$ cat src/rtl/hzd_pkg.sv
package hzd_pkg;
  typedef enum logic [1:0] {
    FWD_RF = 2'd0,
    FWD_EM = 2'd1,
    FWD_MW = 2'd2
  } fwd_sel_e;
endpackage

$ cat src/rtl/hzd_fwd_sel.sv
module hzd_fwd_sel #(
  parameter int RW = 5,
  parameter int DW = 32
) (
  input  logic [RW-1:0]     src,
  input  logic [DW-1:0]     rf_val,
  input  logic              em_en,
  input  logic [RW-1:0]     em_rd,
  input  logic [DW-1:0]     em_val,
  input  logic              mw_en,
  input  logic [RW-1:0]     mw_rd,
  input  logic [DW-1:0]     mw_val,
  output hzd_pkg::fwd_sel_e sel,
  output logic [DW-1:0]     val
);
  import hzd_pkg::*;

  logic src_nz;
  logic em_hit;
  logic mw_hit;

  assign src_nz = (src != '0);
  assign em_hit = em_en && src_nz && (em_rd == src);
  assign mw_hit = mw_en && src_nz && (mw_rd == src);

  // nearest producer first
  always_comb begin
    if (em_hit) begin
      sel = FWD_EM;
      val = em_val;
    end else if (mw_hit) begin
      sel = FWD_MW;
      val = mw_val;
    end else begin
      sel = FWD_RF;
      val = rf_val;
    end
  end
endmodule

$ cat src/rtl/hzd_loaduse.sv
module hzd_loaduse #(
  parameter int RW = 5
) (
  input  logic          id_valid,
  input  logic [RW-1:0] id_rs1,
  input  logic [RW-1:0] id_rs2,
  input  logic          ex_valid,
  input  logic          ex_wr,
  input  logic          ex_load,
  input  logic [RW-1:0] ex_rd,
  output logic          stall
);
  logic ex_pending;
  logic uses_rd;

  assign ex_pending = ex_valid && ex_wr && ex_load && (ex_rd != '0);
  assign uses_rd    = (id_rs1 == ex_rd) || (id_rs2 == ex_rd);
  assign stall      = id_valid && ex_pending && uses_rd;
endmodule

$ cat src/rtl/hazard_fwd_unit.sv
module hazard_fwd_unit #(
  parameter int RW = 5,
  parameter int DW = 32
) (
  input  logic          clk,
  input  logic          rst,
  input  logic          id_valid,
  input  logic [RW-1:0] id_rs1,
  input  logic [RW-1:0] id_rs2,
  input  logic [RW-1:0] id_rd,
  input  logic          id_wr,
  input  logic          id_load,
  input  logic [DW-1:0] id_rf1,
  input  logic [DW-1:0] id_rf2,
  input  logic [DW-1:0] alu_y,
  input  logic [DW-1:0] dmem_rdata,
  output logic          stall,
  output logic [DW-1:0] alu_a,
  output logic [DW-1:0] alu_b,
  output logic [DW-1:0] mem_addr,
  output logic          mem_load,
  output logic          wb_we,
  output logic [RW-1:0] wb_rd,
  output logic [DW-1:0] wb_data
);
  import hzd_pkg::*;

  localparam int NSRC = 2;

  logic [RW-1:0] id_rs [NSRC];
  logic [DW-1:0] id_rf [NSRC];

  assign id_rs[0] = id_rs1;
  assign id_rs[1] = id_rs2;
  assign id_rf[0] = id_rf1;
  assign id_rf[1] = id_rf2;

  // decode/execute register
  logic          ie_valid, ie_wr, ie_load;
  logic [RW-1:0] ie_rd;
  logic [RW-1:0] ie_rs [NSRC];
  logic [DW-1:0] ie_rf [NSRC];

  // execute/memory register
  logic          em_valid, em_wr, em_load;
  logic [RW-1:0] em_rd;
  logic [DW-1:0] em_val;

  // memory/writeback register
  logic          mw_valid, mw_wr;
  logic [RW-1:0] mw_rd;
  logic [DW-1:0] mw_val;

  fwd_sel_e      sel_v [NSRC];
  logic [DW-1:0] op_v  [NSRC];

  hzd_loaduse #(.RW(RW)) u_lu (
    .id_valid (id_valid),
    .id_rs1   (id_rs1),
    .id_rs2   (id_rs2),
    .ex_valid (ie_valid),
    .ex_wr    (ie_wr),
    .ex_load  (ie_load),
    .ex_rd    (ie_rd),
    .stall    (stall)
  );

  always_ff @(posedge clk) begin
    if (rst) begin
      ie_valid <= 1'b0;
      ie_wr    <= 1'b0;
      ie_load  <= 1'b0;
      ie_rd    <= '0;
      for (int k = 0; k < NSRC; k++) begin
        ie_rs[k] <= '0;
        ie_rf[k] <= '0;
      end
    end else if (stall) begin
      // no-op into execute while decode is held
      ie_valid <= 1'b0;
      ie_wr    <= 1'b0;
      ie_load  <= 1'b0;
    end else begin
      ie_valid <= id_valid;
      ie_wr    <= id_wr;
      ie_load  <= id_load;
      ie_rd    <= id_rd;
      for (int k = 0; k < NSRC; k++) begin
        ie_rs[k] <= id_rs[k];
        ie_rf[k] <= id_rf[k];
      end
    end
  end

  for (genvar g = 0; g < NSRC; g++) begin : g_src
    hzd_fwd_sel #(.RW(RW), .DW(DW)) u_sel (
      .src    (ie_rs[g]),
      .rf_val (ie_rf[g]),
      .em_en  (em_valid && em_wr),
      .em_rd  (em_rd),
      .em_val (em_val),
      .mw_en  (mw_valid && mw_wr),
      .mw_rd  (mw_rd),
      .mw_val (mw_val),
      .sel    (sel_v[g]),
      .val    (op_v[g])
    );
  end

  assign alu_a = op_v[0];
  assign alu_b = op_v[1];

  always_ff @(posedge clk) begin
    if (rst) begin
      em_valid <= 1'b0;
      em_wr    <= 1'b0;
      em_load  <= 1'b0;
      em_rd    <= '0;
      em_val   <= '0;
      mw_valid <= 1'b0;
      mw_wr    <= 1'b0;
      mw_rd    <= '0;
      mw_val   <= '0;
    end else begin
      em_valid <= ie_valid;
      em_wr    <= ie_wr;
      em_load  <= ie_load;
      em_rd    <= ie_rd;
      em_val   <= alu_y;
      mw_valid <= em_valid;
      mw_wr    <= em_wr;
      mw_rd    <= em_rd;
      mw_val   <= em_load ? dmem_rdata : em_val;
    end
  end

  assign mem_addr = em_val;
  assign mem_load = em_valid && em_load;
  assign wb_we    = mw_valid && mw_wr;
  assign wb_rd    = mw_rd;
  assign wb_data  = mw_val;
endmodule

$ cat config.mk
export PLATFORM = sky130hd
export DESIGN_NAME = hazard_fwd_unit
export DESIGN_NICKNAME = d
export VERILOG_FILES = /design/src/rtl/hzd_pkg.sv /design/src/rtl/hzd_fwd_sel.sv /design/src/rtl/hzd_loaduse.sv /design/src/rtl/hazard_fwd_unit.sv
export SDC_FILE = /design/constraint.sdc
export NUM_CORES = 1
export LEC_CHECK = 0
export CAP_MARGIN = 25
export CORE_ASPECT_RATIO = 1.2
export CORE_MARGIN = 2
export CORE_UTILIZATION = 44
export DETAILED_ROUTE_END_ITERATION = 12
export HOLD_SLACK_MARGIN = 0.15
export PLACE_DENSITY = 0.81
export SYNTH_ARGS = -nofsm -noshare
export SYNTH_HDL_FRONTEND = slang
export SYNTH_SLANG_ARGS = --single-unit
$ cat constraint.sdc
create_clock -name clk -period 3.1 [get_ports clk]
set_input_delay 0.31 -clock clk [delete_from_list [all_inputs] [get_ports clk]]
set_output_delay 0.31 -clock clk [all_outputs]
set_load 0.03 [all_outputs]
==> results of run 1 <==
## area by class of cell
cell class / instances / area (µm²) / area share
clock inverters: 11 / 139 / 0.0129
clock buffers: 20 / 447 / 0.0414
well taps: 212 / 265 / 0.0246
inverters: 5 / 18.8 / 0.00174
repair buffers: 302 / 2940 / 0.272
multi-input cells: 449 / 3020 / 0.280
flip-flops and latches: 161 / 3970 / 0.367
## routing by layer
layer  share of wire  vias to the layer above  track usage  wire length, µm
li1                -                     2794            -                -
met2            0.54                      203        0.420            10800
met5               0                        -            0                0
met4           0.016                        0       0.0716              314
met1            0.38                     2677        0.250             7550
met3           0.066                       21       0.0611             1320
## cells by family after synthesis
logic type / count (synthesis)
AOI/OAI and AO/OA: 71
and+or+nand+nor: 251
buffers and inverters: 44
xor gates and xnor gates: 26
muxes: 101
DFF: 161
## what timing repair did
action | CTS | global route
resized for setup | 0 | 17
pin swaps | 1 | 0
endpoints found under the setup margin | 14 | 17
setup buffers | 3 | 0
hold endpoints to repair | 0 | 0
gates cloned | 0 | 0
## power by group through the flow
stage / clock, µW / combinational, µW / sequential (µW)
5_1_grt: 2200 / 845 / 2420
3_3_place_gp: 0 / 790 / 2440
4_1_cts: 2120 / 803 / 2400
2_1_floorplan: 0 / 307 / 2520
6_report: 2080 / 795 / 2400
3_5_place_dp: 0 / 798 / 2450
## placed cells by master (no fill, tap or decap), types with 4 or more instances in the layout
cell type	count
dfxtp_1	86
clkbuf_16	17
xnor2_1	16
and2_1	78
dlymetal6s2s_1	17
mux2i_1	96
buf_4	61
clkinv_2	4
nor2b_1	52
xor2_1	10
mux2_2	5
inv_1	5
nand2_1	7
clkdlybuf4s50_1	220
a21oi_1	63
edfxtp_1	74
nor2_1	101
nand4_4	4
## critical path: cells and delay by family (launching register included)
family / cells / cell delay (ns)
buf+inv: 3 / 1.11
compound gates: 2 / 0.47
flops: 1 / 0.43
mux: 1 / 0.14
simple gates: 1 / 0.10
## worst min path at each step
stage / start / end / cells past startpoint
final: rst / em_rd[2] / 2
after global placement: em_wr / mw_wr / 1
after floorplan: rst / em_rd[0] / 1
after global routing: rst / em_rd[4] / 2
after CTS: rst / em_rd[2] / 2
after detailed placement: em_wr / mw_wr / 1
## per-stage QoR
stage,instances,util
floorplan,654,-
global placement,1126,0.628
detailed placement,1126,0.628
CTS,1160,0.666
global route,1160,0.669
finish,1160,0.669
## sequential cells by signal (all words and copies together), names as in the netlist
| name | cells |
|---|---|
| em_valid | 1 |
| ie_rs | 10 |
| ie_load | 1 |
| ie_rf | 64 |
| ie_rd | 5 |
| em_rd | 5 |
| wb_data | 32 |
| mw_wr | 1 |
| mw_valid | 1 |
| ie_wr | 1 |
| ie_valid | 1 |
| em_wr | 1 |
| em_load | 1 |
| mem_addr | 32 |
| wb_rd | 5 |
==> results by group, run 1 <==
Timing
  – Final min period: 2.98 ns
  – Final Worst Setup Slack: 0.116 ns
  – Minimum hold slack: 0.274 ns
  – Final Max Tran Viols: 0
  – Endpoints failing hold: 0
  – Least-Margin Pin Slew: 0.683 ns
  – Max-slew headroom: 0.544
  – Final Cycle Share: 0.963
  – Setup TNS Final: 0 ns
  – FMAX: 0.335 GHz
  – Skew final: 0.00702 ns
  – RSZ-0062 raised after global routing: no
  – Final setup viols: 0

Critical path
  – Crit path max fanout: 18
  – Crit path to: alu_a[15]
  – Worst reg-to-reg setup slack: 1.01 ns
  – Worst Setup SP: wb_rd[1]
  – Slowest-stage cell, CP: clkdlybuf4s50_1
  – Critical path type: register to output port
  – Critical path endpoint category: output port
  – FF-to-FF path depth: 7
  – Worst EP arrival: 2.67 ns
  – Critical Path Start Type: register
  – Worst path cell trace: inv_1 -> o221a_2 -> nand4_4 -> buf_4 -> mux2i_1 -> a21oi_1 -> clkdlybuf4s50_1
  – Reg2reg end: ie_rf[0][34]
  – Reg-to-Reg Start: ie_rd[0]
  – CP max stage delay: 0.68 ns
  – Crit path required time: 2.79 ns

Power
  – Power Internal: 4020 µW
  – Switching power total: 1260 µW
  – PD cells: 489 nW/µm²
  – Clock power frac: 0.395
  – Worst vdd ir: 0.000337 V
  – Total power: 5280 µW
  – Combinational power share: 0.150
  – Cell leakage power: 0.00498 µW
  – Sw frac: 0.239
  – Seq pwr share: 0.455

CTS
  – H-tree depth: 4
  – Reg clk slew, reported paths: 0.06 ns
  – Hold-fix buffers, CTS: 0
  – Num CTS Buffers: 17
  – Clock tree buffer depth: 2
  – Clock latency on the worst-skew pair: 0.42 ns
  – # clock sinks: 161
  – Root buffer selected by CTS: clkbuf_16
  – CTS tree: done

Global routing
  – Global-route wire length before repair: 30200 µm
  – Overflow after GRT: 0
  – Initial antenna violation count: 0
  – Pin count of the biggest net entering global routing: 75
  – Vias in the first global route: 5768
  – GRT Total Usage: 0.226

Placed design
  – Gpl congestion: 0.822
  – DP Area: 10100 µm²
  – Dpl ws: 0.327 ns
  – Detailed placer's ending HPWL: 14200 µm
  – IO buf count: 283

Synthesis
  – Xor/xnor share of the synthesized area: 0.0316
  – Multiplexer share of the synthesized area: 0.141
  – Most common cell in the netlist: nor2_1
  – Simple-Gate Fraction of Synth Area: 0.186
  – Register area share after synthesis: 0.549
  – Syn_area_per_cell: 11.0 µm²
  – Area leader, netlist: edfxtp_1
  – Netlist cell types: 29
  – Post-synth EDFFs: 74
  – Adder-Cell Fraction of Synth Area: 0
  – Compound-Gate Fraction of Synth Area: 0.0555
  – Main flop type after synthesis: dfxtp_1
  – Syn Inst Count: 654
  – Synth top area share: 0.308
  – Syn_nets: 802
  – YS warnings: 0
  – Async set or reset register ratio after synthesis: 0
  – Most frequent cells after synthesis: nor2_1, mux2i_1, dfxtp_1, and2_1, edfxtp_1
  – #FFs+latches synth: 161
  – Largest family of logic cells by synthesized area: simple AND/OR/NAND/NOR gates
  – Synth top area cells: edfxtp_1, dfxtp_1, mux2i_1
  – Cell Area, Synth: 7220 µm²

Cells and area
  – Final Cell Area: 10800 µm²
  – Fillers: 1271
  – N_diodes: 0
  – # nets final: 1084
  – Layout cell share with drive strength beyond 1: 0.119
  – Syn-to-layout area delta: 49.6%

Floorplanning
  – Row count: 51
  – Initial Util: 0.447
  – Chip height: 144 µm
  – Placeable Area: 16100 µm²
  – Die ar.: 17400 µm²
  – Die width: 121 µm
  – IO Count: 284

Detailed routing
  – Vias per Instance: 4.91
  – # DRC: 0
  – Mean routed wirelength per cell: 17.2 µm
  – Drt initial violations: 269
  – Vias: 5695
  – Antenna Nets Post-Route: 0
  – First-pass DRT Iterations: 5
  – Drt total wl: 20000 µm

Status
  – Outcome: finished clean

Min path
  – Hold/Removal Path Class: input port to register

Run
  – Max-Cap Viols: 0
Power figures use the tool's default switching activity.
==> run 2: changes to the inputs <==
- SLEW_MARGIN: default -> 20
==> results of run 2 <==
Final layout, timing and power as in run 1 (identical DEF).
==> run 3: changes to the inputs <==
--- a/config.mk
+++ b/config.mk
@@ -7,9 +7,9 @@
 export LEC_CHECK = 0
-export CAP_MARGIN = 25
+export CAP_MARGIN = 20
 export CORE_ASPECT_RATIO = 1.2
 export CORE_MARGIN = 2
-export CORE_UTILIZATION = 44
+export CORE_UTILIZATION = 40
 export DETAILED_ROUTE_END_ITERATION = 12
 export HOLD_SLACK_MARGIN = 0.15
-export PLACE_DENSITY = 0.81
+export PLACE_DENSITY = 0.77
 export SLEW_MARGIN = 20
==> constraint.sdc (replaced) <==
create_clock -name clk -period 2.4 [get_ports clk]
set_input_delay 0.24 -clock clk [delete_from_list [all_inputs] [get_ports clk]]
set_output_delay 0.24 -clock clk [all_outputs]
set_load 0.01 [all_outputs]
==> run 3 against run 2 <==
Compared with the run above: the run now ends with negative setup slack left; critical endpoint is now alu_a[22]; clock skew up 0.0073 ns; setup slack lost 0.26 ns; non-clock buffer count rose by 39; first-iteration DRC count grew 1.1%; clock power is 24% higher; power grew 24%; global-route usage down 0.85 points; via count rose by 5.7%; critical path type unchanged; largest cell class unchanged; register-to-register slack lost 0.38 ns; core utilization is 0.24 points lower.
==> results by group, run 3 (same netlist as run 1, synthesis figures left out) <==
Detailed routing
  – Vias per Instance: 4.99 (was 4.91)
  – Antenna Nets Post-Route: 0 (unchanged)
  – Drt total wl: 24300 µm (was 20000 µm)
  – # DRC: 0 (unchanged)
  – Mean routed wirelength per cell: 20.1 µm (was 17.2 µm)
  – Vias: 6022 (was 5695)
  – First-pass DRT Iterations: 4 (was 5)
  – Drt initial violations: 272 (was 269)

Critical path
  – Critical path endpoint category: output port (unchanged)
  – Crit path required time: 2.16 ns (was 2.79 ns)
  – Slowest-stage cell, CP: edfxtp_1 (was clkdlybuf4s50_1)
  – CP max stage delay: 0.43 ns (was 0.68 ns)
  – Buf+Inv Stages, Crit Path: 3 (unchanged)
  – Worst reg-to-reg setup slack: 0.63 ns (was 1.01 ns)
  – Worst path cell trace: xor2_1 -> nor4_2 -> nand4_4 -> buf_12 -> clkbuf_16 -> nor2_1 -> a21oi_2 -> buf_2 (was inv_1 -> o221a_2 -> nand4_4 -> buf_4 -> mux2i_1 -> a21oi_1 -> clkdlybuf4s50_1)
  – Critical path type: register to output port (unchanged)
  – Critical Path Start Type: register (unchanged)
  – Worst EP arrival: 2.30 ns (was 2.67 ns)
  – Cell family with most CP delay: simple AND/OR/NAND/NOR gates (was buffers and inverters)
  – Crit path max fanout: 6 (was 18)

Global routing
  – GRT Total Usage: 0.218 (was 0.226)
  – Peak-usage layer in the global routing report: met2 (unchanged)
  – Overflow after GRT: 0 (unchanged)
  – Met2 Usage GRT: 0.405 (was 0.420)
  – Initial antenna violation count: 0 (unchanged)
  – Global-route wire length before repair: 31600 µm (was 30200 µm)
  – Vias in the first global route: 5792 (was 5768)
  – Met1 usage: 0.241 (was 0.250)
  – Met3 usage: 0.0540 (was 0.0611)
  – Pin count of the biggest net entering global routing: 78 (was 75)

Timing
  – Endpoints failing hold: 0 (unchanged)
  – Final min period: 2.54 ns
  – Final setup viols: 52 (was 0)
  – Minimum hold slack: 0.227 ns (was 0.274 ns)
  – Max-slew headroom: 0.678 (was 0.544)
  – Final Max Tran Viols: 0 (unchanged)
  – FMAX: 0.394 GHz
  – Least-Margin Pin Slew: 0.482 ns (was 0.683 ns)
  – Final Worst Setup Slack: -0.140 ns (was 0.116 ns)
  – RSZ-0062 raised after global routing: yes (was no)
  – Final Cycle Share: 1.06
  – Skew final: 0.0143 ns (was 0.00702 ns)

Power
  – Cell leakage power: 0.00509 µW (was 0.00498 µW)
  – PD cells: 561 nW/µm² (was 489 nW/µm²)
  – Worst vdd ir: 0.000424 V (was 0.000337 V)
  – Total power: 6570 µW (was 5280 µW)

CTS
  – Num CTS Buffers: 17 (unchanged)
  – Root buffer selected by CTS: clkbuf_16 (unchanged)
  – Hold-fix buffers, CTS: 0 (unchanged)
  – Clock latency on the worst-skew pair: 0.43 ns (was 0.42 ns)
  – CTS tree: done (unchanged)
  – H-tree depth: 4 (unchanged)
  – Reg clk slew, reported paths: 0.06 ns (about the same)
  – # clock sinks: 161 (unchanged)
  – Clock tree buffer depth: 2 (unchanged)

Cells and area
  – N_diodes: 0 (unchanged)
  – Syn-to-layout area delta: 62.2% (was 49.6%)
  – Final Cell Area: 11700 µm² (was 10800 µm²)
  – Non-Filler Instances: 1208 (was 1160)
  – Most common cell after layout, fill and taps aside: clkdlybuf4s50_1 (unchanged)
  – Biggest register: ie_rf (unchanged)
  – # nets final: 1123 (was 1084)
  – Most frequent cells in the layout: clkdlybuf4s50_1, mux2i_1, dfxtp_1, and2_1, edfxtp_1 (was clkdlybuf4s50_1, nor2_1, mux2i_1, dfxtp_1, and2_1)
  – Largest register FFs: 64 (unchanged)
  – Layout cell share with drive strength beyond 1: 0.267 (was 0.119)

Floorplanning
  – Initial Util: 0.411 (was 0.447)
  – Placeable Area: 17600 µm² (was 16100 µm²)
  – Row count: 53 (was 51)
  – IO Count: 284 (unchanged)
  – Chip height: 151 µm (was 144 µm)
  – Die ar.: 19100 µm² (was 17400 µm²)
  – Die width: 127 µm (was 121 µm)

Placed design
  – Detailed placer's ending HPWL: 14900 µm (was 14200 µm)
  – Gpl congestion: 0.795 (was 0.822)
  – IO buf count: 283 (unchanged)
  – DP Cell Count: 1138 (was 1126)
  – DP Area: 10400 µm² (was 10100 µm²)
  – Dpl ws: -0.00816 ns (was 0.327 ns)

Status
  – Failing checks: negative setup slack
  – Outcome: finished, violations left (was finished clean)

Run
  – Max-Cap Viols: 0 (unchanged)

Min path
  – Hold/Removal Path Class: input port to register (unchanged)
run 3: changes by cell type in the layout (fill, tap and decap cells not counted), sizes merged:
cell and delta:
clkdlybuf4s50 -2, clkdlybuf4s15 +3, clkinv -3, inv +1, clkinvlp -1, buf +44, dlymetal6s2s -17, clkbuf +17
bufinv -2
run 3: path summary, 6_finish.rpt:
kind,startpoint,to,cells past startpoint
worst min register to register,ie_load,em_load,1
worst min-delay path,rst,em_valid,2
worst max register to register,ie_rd[0],ie_rf[0][45],7
worst max-delay path,ie_rs[0][3],alu_a[22],8
run 3: layer usage:
layer  up-vias  part of all wire
met4         0             0.020
met5         -                 0
li1       2877                 -
met2       213              0.53
met1      2899              0.40
met3        33             0.048
run 3: area by class of cell:
cell class,count,area (µm²)
Timing Repair Buffer,341,3440
Clock buffer,26,489
Inverter,5,18.8
Fill cell,1343,5870
Multi-Input combinational cell,449,3460
Tap cell,220,275
Clock inverter,6,60.1
Sequential cell,161,3970
run 3: power breakdown:
group	switching (µW)	total (µW)	internal, µW
sequential	121	3130	3010
clock	1070	2580	1510
combinational	327	862	535
total	1520	6570	5050
run 3: repair_timing:
item	4_1_cts	5_1_grt
resized for setup	257	131
pin swaps	13	18
setup buffers	4	17
cloned	2	15
endpoints found under the hold margin	0	0
setup endpoints to repair	64	64
run 3: through the flow:
| step | TNS [ns] | util |
|---|---|---|
| after global placement | 0 | 0.592 |
| after CTS | -1.85 | 0.621 |
| after floorplan | 0 | - |
| final | -3.58 | 0.666 |
| after global routing | -10.24 | 0.666 |
| after detailed placement | -0.00816 | 0.592 |
